### src/rtl/sm_pkg.sv
package sm_pkg;
  typedef enum logic [1:0] {
    ST_IDLE  = 2'd0,
    ST_ACC   = 2'd1,
    ST_FLOAT = 2'd2
  } acc_state_e;
endpackage

### src/rtl/sm_strobe_win.sv
module sm_strobe_win #(
  parameter int CW = 6
) (
  input  logic [CW-1:0] cnt_i,
  input  logic [CW-1:0] setup_i,
  input  logic [CW-1:0] pulse_i,
  input  logic [CW-1:0] cyc_i,
  output logic          act_o,
  output logic          last_o,
  output logic          empty_o
);
  logic [CW:0] stop;
  logic [CW:0] cnt_x;

  assign stop    = {1'b0, setup_i} + {1'b0, pulse_i};
  assign cnt_x   = {1'b0, cnt_i};
  assign act_o   = (cnt_i >= setup_i) && (cnt_x < stop);
  // last low cycle: natural end of pulse, or cut at the cycle end
  assign last_o  = act_o && ((cnt_x + 1'b1 == stop) || (cnt_i == cyc_i - 1'b1));
  assign empty_o = (pulse_i == '0) || (setup_i >= cyc_i);
endmodule

### src/rtl/sm_access_seq.sv
module sm_access_seq
  import sm_pkg::*;
#(
  parameter int CW  = 6,
  parameter int TDW = 4
) (
  input  logic           clk_i,
  input  logic           rst_ni,
  input  logic           start_i,
  input  logic           rd_i,
  input  logic [CW-1:0]  cyc_i,
  input  logic [TDW-1:0] tdf_i,
  output logic           idle_o,
  output logic           acc_o,
  output logic           flt_o,
  output logic           last_o,
  output logic [CW-1:0]  cnt_o
);
  acc_state_e     state_q;
  logic [CW-1:0]  cnt_q;
  logic [TDW-1:0] fcnt_q;

  assign idle_o = (state_q == ST_IDLE);
  assign acc_o  = (state_q == ST_ACC);
  assign flt_o  = (state_q == ST_FLOAT);
  assign last_o = acc_o && (cnt_q == cyc_i - 1'b1);
  assign cnt_o  = cnt_q;

  always_ff @(posedge clk_i or negedge rst_ni) begin
    if (!rst_ni) begin
      state_q <= ST_IDLE;
      cnt_q   <= '0;
      fcnt_q  <= '0;
    end else begin
      unique case (state_q)
        ST_IDLE: if (start_i) begin
          state_q <= ST_ACC;
          cnt_q   <= '0;
        end
        ST_ACC: begin
          if (last_o) begin
            cnt_q  <= '0;
            fcnt_q <= '0;
            state_q <= (rd_i && tdf_i != '0) ? ST_FLOAT : ST_IDLE;
          end else begin
            cnt_q <= cnt_q + 1'b1;
          end
        end
        ST_FLOAT: begin
          if (fcnt_q == tdf_i - 1'b1) state_q <= ST_IDLE;
          fcnt_q <= fcnt_q + 1'b1;
        end
        default: state_q <= ST_IDLE;
      endcase
    end
  end
endmodule

### src/rtl/sm_strobe_gen.sv
module sm_strobe_gen #(
  parameter int AW  = 16,
  parameter int DW  = 16,
  parameter int CW  = 6,
  parameter int TDW = 4,
  localparam int TW = 5 * CW
) (
  input  logic           clk_i,
  input  logic           rst_ni,
  input  logic           req_i,
  input  logic           we_i,
  input  logic [AW-1:0]  addr_i,
  input  logic [DW-1:0]  wdata_i,
  input  logic [TW-1:0]  cfg_rd_i,
  input  logic [TW-1:0]  cfg_wr_i,
  input  logic [TDW-1:0] cfg_tdf_i,
  input  logic           cfg_rd_by_strb_i,
  output logic           ready_o,
  output logic [DW-1:0]  rdata_o,
  output logic           ncs_o,
  output logic           nrd_o,
  output logic           nwe_o,
  output logic [AW-1:0]  addr_o,
  output logic [DW-1:0]  wdata_o,
  output logic           data_oe_o,
  input  logic [DW-1:0]  data_i
);
  localparam int NWIN = 2;  // 0: data strobe, 1: chip select

  logic           idle, in_acc, in_float, last_cyc, accept;
  logic [CW-1:0]  cnt;
  logic [TW-1:0]  tim_q;
  logic [TDW-1:0] tdf_q;
  logic           we_q, mode_q;
  logic [AW-1:0]  addr_q;
  logic [DW-1:0]  wdata_q, rdata_q;
  logic [CW-1:0]  cyc_raw, cyc_eff;
  logic [NWIN-1:0] w_act, w_last, w_empty;
  logic           sel, cap;

  assign accept  = idle && req_i;
  assign cyc_raw = tim_q[4*CW +: CW];
  assign cyc_eff = (cyc_raw == '0) ? CW'(1) : cyc_raw;

  always_ff @(posedge clk_i or negedge rst_ni) begin
    if (!rst_ni) begin
      tim_q   <= '0;
      tdf_q   <= '0;
      we_q    <= 1'b0;
      mode_q  <= 1'b0;
      addr_q  <= '0;
      wdata_q <= '0;
    end else if (accept) begin
      tim_q   <= we_i ? cfg_wr_i : cfg_rd_i;
      tdf_q   <= cfg_tdf_i;
      we_q    <= we_i;
      mode_q  <= cfg_rd_by_strb_i;
      addr_q  <= addr_i;
      wdata_q <= wdata_i;
    end
  end

  sm_access_seq #(.CW(CW), .TDW(TDW)) u_seq (
    .clk_i   (clk_i),
    .rst_ni  (rst_ni),
    .start_i (accept),
    .rd_i    (!we_q),
    .cyc_i   (cyc_eff),
    .tdf_i   (tdf_q),
    .idle_o  (idle),
    .acc_o   (in_acc),
    .flt_o   (in_float),
    .last_o  (last_cyc),
    .cnt_o   (cnt)
  );

  for (genvar g = 0; g < NWIN; g++) begin : g_win
    sm_strobe_win #(.CW(CW)) u_win (
      .cnt_i   (cnt),
      .setup_i (tim_q[g*CW +: CW]),
      .pulse_i (tim_q[(g+2)*CW +: CW]),
      .cyc_i   (cyc_eff),
      .act_o   (w_act[g]),
      .last_o  (w_last[g]),
      .empty_o (w_empty[g])
    );
  end

  assign sel = mode_q ? 1'b0 : 1'b1;
  assign cap = in_acc && !we_q && (w_empty[sel] ? last_cyc : w_last[sel]);

  always_ff @(posedge clk_i or negedge rst_ni) begin
    if (!rst_ni)  rdata_q <= '0;
    else if (cap) rdata_q <= data_i;
  end

  assign ncs_o     = !(in_acc && w_act[1]);
  assign nrd_o     = !(in_acc && !we_q && w_act[0]);
  assign nwe_o     = !(in_acc && we_q && w_act[0]);
  assign data_oe_o = in_acc && we_q;
  assign ready_o   = last_cyc;
  assign rdata_o   = rdata_q;
  assign addr_o    = addr_q;
  assign wdata_o   = wdata_q;
endmodule

### config.mk
export PLATFORM = sky130hd
export DESIGN_NAME = sm_strobe_gen
export DESIGN_NICKNAME = d
export VERILOG_FILES = /design/src/rtl/sm_pkg.sv /design/src/rtl/sm_strobe_win.sv /design/src/rtl/sm_access_seq.sv /design/src/rtl/sm_strobe_gen.sv
export SDC_FILE = /design/constraint.sdc
export NUM_CORES = 1
export LEC_CHECK = 0
export ABC_AREA = 1
export ABC_CLOCK_PERIOD_IN_PS = 2800
export BUFFER_PORTS_ARGS = -buffer_cell sky130_fd_sc_hd__buf_2
export CAP_MARGIN = 0
export CORE_UTILIZATION = 48
export DETAILED_ROUTE_END_ITERATION = 7
export PLACE_DENSITY = 0.78
export SLEW_MARGIN = 20
export SYNTH_ARGS = -nofsm -noshare
export SYNTH_HDL_FRONTEND = slang
export SYNTH_SLANG_ARGS = --single-unit
### constraint.sdc
create_clock -name clk_i -period 2.8 [get_ports clk_i]
set_clock_uncertainty 0.2 [all_clocks]
set_input_delay 0 -clock clk_i [delete_from_list [all_inputs] [get_ports clk_i]]
set_output_delay 0 -clock clk_i [all_outputs]
set_load 0.02 [all_outputs]
Word-level counts from Yosys, hierarchy flattened
Index checks and enable logic that the tools add are counted.
{ "totals": {"romBits": 0, "inputBits": 117, "ff_bits": 96, "mem_bits_rw": 0, "output_inout_bits": 53, "latchBits": 0, "memories": 0} }
{ "op_classes": {"div_mod_pow": 0, "n_lt_le_gt_ge": 7, "muxes": 18, "n_eq_ne": 9, "bitwise_logic": 0, "shift": 0, "n_reduce_logical": 31, "multipliers": 0, "add_sub_neg": 7} }
{ "op_table": {"columns": ["op", "n"], "rows": [
  ["$mux 30", 1],
  ["$ge 6x6->1", 4],
  ["$logic_not 6->1", 3],
  ["$mux 6", 3],
  ["$add 6x6->7", 2],
  ["$eq 7x7->1", 2],
  ["$lt 6x7->1", 2],
  ["$logic_and 1x1->1", 13],
  ["$pmux 6 s2", 1],
  ["$mux 2", 4],
  ["$pmux 4 s2", 1],
  ["$add 6x1->7 const B", 1],
  ["$add 6x1->6 const B", 1],
  ["$eq 6x6->1", 1],
  ["$mux 1", 6],
  ["$ne 2x1->1 const B", 3],
  ["$pmux 2 s3", 1],
  ["$sub 6x1->6 const B", 1],
  ["$add 4x1->4 const B", 1],
  ["$eq 4x4->1", 1],
  ["$logic_not 1->1", 4],
  ["$logic_or 1x1->1", 4],
  ["$mux 4", 1],
  ["$reduce_and 2->1", 2],
  ["8 further kinds", 9]
]} }

Depth between registers and ports, before layout
{ "depth": {"word_depth": 10, "mapped_depth": 19} }

By module
From an unflattened synthesis, not the netlist that was laid out.
{ "hier_totals": {"cells_unflattened": 947, "hier_area_um2": 6875.3} }
{ "by_module_without_submodules": {"columns": ["mod", "cells_each", "seq_area_each_um2", "area_per_inst_um2", "n_inst"], "rows": [
  ["sm_strobe_gen", 426, 2102.0, 3570.9, 1],
  ["sm_strobe_win", 190, 0.0, 1168.6, 2],
  ["sm_access_seq", 141, 300.3, 967.2, 1]
]} }

Least setup slack after synthesis
OpenSTA, ideal clock, no wires.
{ "synth_timing": {"kind": "register to register", "start": "register tim_q[0]", "end": "register rdata_q[10] (netlist: rdata_o[10])", "required_ns": 2.483, "n_path_buf": 1, "slack_ns": -0.070, "stages_incl_launch_ff": 19, "period_less_slack_ns": 2.870, "arrival_ns": 2.553, "cell_sequence": "dfrtp_1 ha_1 fa_1 nand2_1 inv_1 nor2_1 inv_1 ha_1 a21oi_1 o21ai_0 nand3b_1 nand3_1 nor2_1 nand2_1 nand3_4 nand2_4 buf_6 nand2_1 nand2_1"} }
{ "synth_between": {"elab_chain_cells": 8} }
{ "synth_rtl": {"columns": ["element", "line_no", "source"], "rows": [
  ["from (decl)", "sm_strobe_gen.sv:32", "logic [TW-1:0] tim_q;"],
  ["from (signal assigned)", "sm_strobe_gen.sv:54", "tim_q <= we_i ? cfg_wr_i : cfg_rd_i;"],
  ["$add 6x6->7", "sm_strobe_win.sv:15", "assign stop = {1'b0, setup_i} + {1'b0, pulse_i};"],
  ["$lt 6x7->1 / $eq 7x7->1 (equally long branches)", "sm_strobe_win.sv:17, sm_strobe_win.sv:19", null],
  ["$logic_and 1x1->1 / $logic_or 1x1->1 (equally long branches)", "sm_strobe_win.sv:17, sm_strobe_win.sv:19", null],
  ["$logic_and 1x1->1", "sm_strobe_win.sv:19", "assign last_o = act_o && ((cnt_x + 1'b1 == stop) || (cnt_i == cyc_i - 1'b1));"],
  ["$mux 1 (implied by the code) (2 in series)", "sm_strobe_gen.sv:90", "assign cap = in_acc && !we_q && (w_empty[sel] ? last_cyc : w_last[sel]);"],
  ["$mux 1 (*)", "sm_strobe_gen.sv:90", null],
  ["$logic_and 1x1->1 (*)", "sm_strobe_gen.sv:90", null],
  ["to (signal assigned)", "sm_strobe_gen.sv:94", "else if (cap) rdata_q <= data_i;"],
  ["to (decl)", "sm_strobe_gen.sv:36", "logic [DW-1:0] wdata_q, rdata_q;"]
]} }
Mark *: on every way between the ends. The rest lies on a longest branch, timed or not. The select of a mux whose other input is x is not followed.
A chain may end at the register's enable or synchronous reset.

Final worst setup path
{ "layout_timing": {"start": "register tim_q[0]", "end": "register rdata_q[12] (netlist: rdata_o[12])"} }
Same word-level chain as after synthesis.

==> flow_metrics.env <==
export IMPL_status="finished with violations"
export IMPL_violations="negative setup slack"
export IMPL_hold_viol_final=0
export IMPL_clock_sinks=96
export IMPL_rows=40
export IMPL_num_vias=6889
export IMPL_ys_seq_area_share_pct=39.42
export IMPL_routed_wl_mm=20.33
export IMPL_gr_total_overflow=0
export IMPL_ys_types=39
export IMPL_die_area_um2=13150
export IMPL_drv_cap=0
export IMPL_clk_latency_ps=350
export IMPL_fmax_mhz=342.4
export IMPL_slew_violations=0
export IMPL_post_route_drc_count=0
export IMPL_ys_ff_latch=96
export IMPL_detail_route_antenna_nets=0
export IMPL_p_sw_share_pct=47.73
export IMPL_p_per_area_nw_per_um2=1337
export IMPL_cp_slowest_cell="dfrtp_1"
export IMPL_clk_path_buf_depth=2
export IMPL_crit_path_max_incr_delay_ps=390
export IMPL_place_inst=1176
export IMPL_async_flop_share_pct=100.0
export IMPL_whs_ps=68.40
export IMPL_fill_cells=799
export IMPL_cp_max_fo=8
export IMPL_hold_class="in -> async"
export IMPL_power_frac_seq_pct=21.6
export IMPL_htree_levels=3
export IMPL_initial_utilization_pct=49.91
export IMPL_worst_setup_path_type="reg -> reg"
export IMPL_nets=1324
export IMPL_syn_inst=816
export IMPL_drtIter0Drc=486
export IMPL_synth_area_um2=6095
export IMPL_antenna_found_initial=0
export IMPL_synth_main_ff_cell="dfrtp_1"
export IMPL_syn_area_per_cell_um2=7.469
export IMPL_wire_per_inst_um=15.31
export IMPL_grt_total_usage_pct=31.66
export IMPL_p_int_mw=6.516
export IMPL_cts_buffers_inserted=9
export IMPL_period_needed_ps=2920
export IMPL_endpoint_kind="register"
export IMPL_die_h_um=114.7
export IMPL_worstSetupStartpointType="register"
export IMPL_root_buffer="clkbuf_16"
export IMPL_drive_above_1_share_pct=26.17
export IMPL_vdd_drop_max_v=0.0005960
export IMPL_clk_pin_slew_ps=80
export IMPL_firstDrtPassIters=7
export IMPL_crit_required_ps=2890
export IMPL_setup_viol=18
export IMPL_worst_pin_slew_ps=909.0
export IMPL_portBuffers=169
export IMPL_grt_pass1_vias=7069
export IMPL_power_total_mw=12.47
export IMPL_p_switching_mw=5.951
export IMPL_p_leak_nw=4.966
export IMPL_core_area_um2=12210
export IMPL_cts_tree="yes"
export IMPL_p_comb_share_pct=67.8
export IMPL_synth_edf_count=0
export IMPL_power_frac_clock_pct=10.6
export IMPL_final_area_um2=9325
export IMPL_gp_congestion=0.8804
export IMPL_yosys_warnings=0
export IMPL_grt_max_degree=61
export IMPL_die_w_um=114.7
export IMPL_place_hpwl_mm=11.96
export IMPL_period_share_pct=104.3
export IMPL_crit_arrival_ps=3010
export IMPL_syn_num_nets=987
export IMPL_slew_headroom_pct=39.33
export IMPL_syn_to_final_growth_pct=53.01
export IMPL_via_per_inst=5.188
export IMPL_pin_count=170
export IMPL_stdcell_count=1328
export IMPL_worstPathCellList="ha_2, fa_2, nand2_2, nand3b_1, nand2_2, ha_4, a21o_1, a21oi_2, nand3_2, nor2_1, nand2_1, nand3_4, clkbuf_16, nand3_1, nand2_1"
export IMPL_setup_ws_ps=-120.3
export IMPL_placed_area_um2=7431
export IMPL_grt_pass1_wl_mm=32.49
export IMPL_rsz0062_at_grt="yes"
worst max-delay path: cells and delay by family (launching register included):
family                   cells  cell delay [ps]
adder cells (fa/ha/maj)      3              780
flip-flops                   1              390
AND/OR/NAND/NOR              9              920
buffers and inverters        1              190
AO/OA/AOI/OAI                2              350
metal layers:
metal	vias to the layer above	wire length, µm	track usage [%]
li1	3306	-	-
met1	3209	8169	36.76
met2	291	10440	56.89
met3	83	930	5.188
met4	0	786	14.89
met5	-	0	0
cells by family after synthesis:
family | share of synthesized area (%)
XOR/XNOR | 2.299
flip-flops | 39.42
adder cells (fa/ha/maj) | 11.33
AO/OA/AOI/OAI | 8.356
buffers and inverters | 7.349
AND/OR/NAND/NOR | 31.25
cell usage after synthesis (6+ instances only):
| master | number | area (µm²) |
|---|---|---|
| nand2_1 | 307 | 1152 |
| dfrtp_1 | 96 | 2402 |
| inv_1 | 87 | 326.6 |
| nor2_1 | 69 | 259.0 |
| nand3_1 | 53 | 265.3 |
| ha_1 | 52 | 650.6 |
| a31oi_1 | 30 | 187.7 |
| clkbuf_1 | 20 | 75.07 |
| a21oi_1 | 17 | 85.08 |
| o21ai_0 | 15 | 75.07 |
| nand4_1 | 14 | 87.58 |
| xor2_1 | 7 | 61.31 |
| xnor2_1 | 6 | 52.55 |
area by class of cell:
type	instances	area, µm²	area share (%)
clock inverters	7	85.08	0.9124
well taps	168	210.2	2.254
clock buffers	9	225.2	2.415
multi-input cells	608	3491	37.43
inverters	88	335.3	3.596
diodes	2	5.005	0.05367
repair buffers	350	2567	27.53
flip-flops and latches	96	2406	25.80
power groups by stage:
| stage | clock [mW] | combinational (mW) | sequential (mW) |
|---|---|---|---|
| after floorplan | 0 | 4.34 | 2.95 |
| after global placement | 0 | 6.63 | 2.59 |
| after CTS | 1.32 | 7.40 | 2.60 |
| after detailed placement | 0 | 6.82 | 2.61 |
| after global routing | 1.38 | 9.43 | 2.77 |
| final | 1.32 | 8.46 | 2.69 |
cells in the final DEF (no fill, tap or decap), types with 12 or more instances in the layout:
| cell | instances |
|---|---|
| nand4_1 | 14 |
| buf_2 | 165 |
| buf_4 | 56 |
| a31oi_1 | 30 |
| dlygate4sd3_1 | 123 |
| nor2_1 | 67 |
| inv_1 | 84 |
| nand2_1 | 294 |
| dfrtp_1 | 93 |
| o21ai_0 | 12 |
| nand2_2 | 15 |
| nand3_1 | 50 |
| ha_1 | 40 |
repair_timing:
action / CTS / global route
setup buffers: 1 / 8
resized for setup: 11 / 43
endpoints found under the setup margin: 18 / 23
pin swaps: 11 / 26
gates cloned: 0 / 2
hold buffers: 123 / 0
endpoints found under the hold margin: 142 / 0
sequential cells by signal, summed over array words and instances, names as in the netlist:
name           flops
we_q               1
wdata_o           16
u_seq.fcnt_q       4
addr_o            16
tim_q             30
u_seq.cnt_o        6
u_seq.state_q      2
tdf_q              4
mode_q             1
rdata_o           16
stage by stage:
step                setup slack, ps  utilization, %  setup TNS [ps]
global placement              14.65           60.85               0
CTS                          -138.5           73.82           -1145
finish                       -120.3           76.36           -1685
floorplan                     20.18               -               0
global route                 -308.4           76.32           -5227
detailed placement           -93.30           60.85           -1274
final timing paths:
check                      depth (start not counted)          end  slack (ps)        start
setup reg to reg                                  15  rdata_o[12]        -120     tim_q[0]
setup / recovery                                  15  rdata_o[12]        -120     tim_q[0]
hold / removal                                     2    tim_q[22]          70       rst_ni
max in group asynchronous                          3  rdata_o[14]        1560       rst_ni
hold reg to reg                                    2   rdata_o[5]         270   rdata_o[5]
min in group clk_i                                 4  wdata_o[15]         180  wdata_i[15]
No activity file was read; power rests on OpenSTA's default activity.
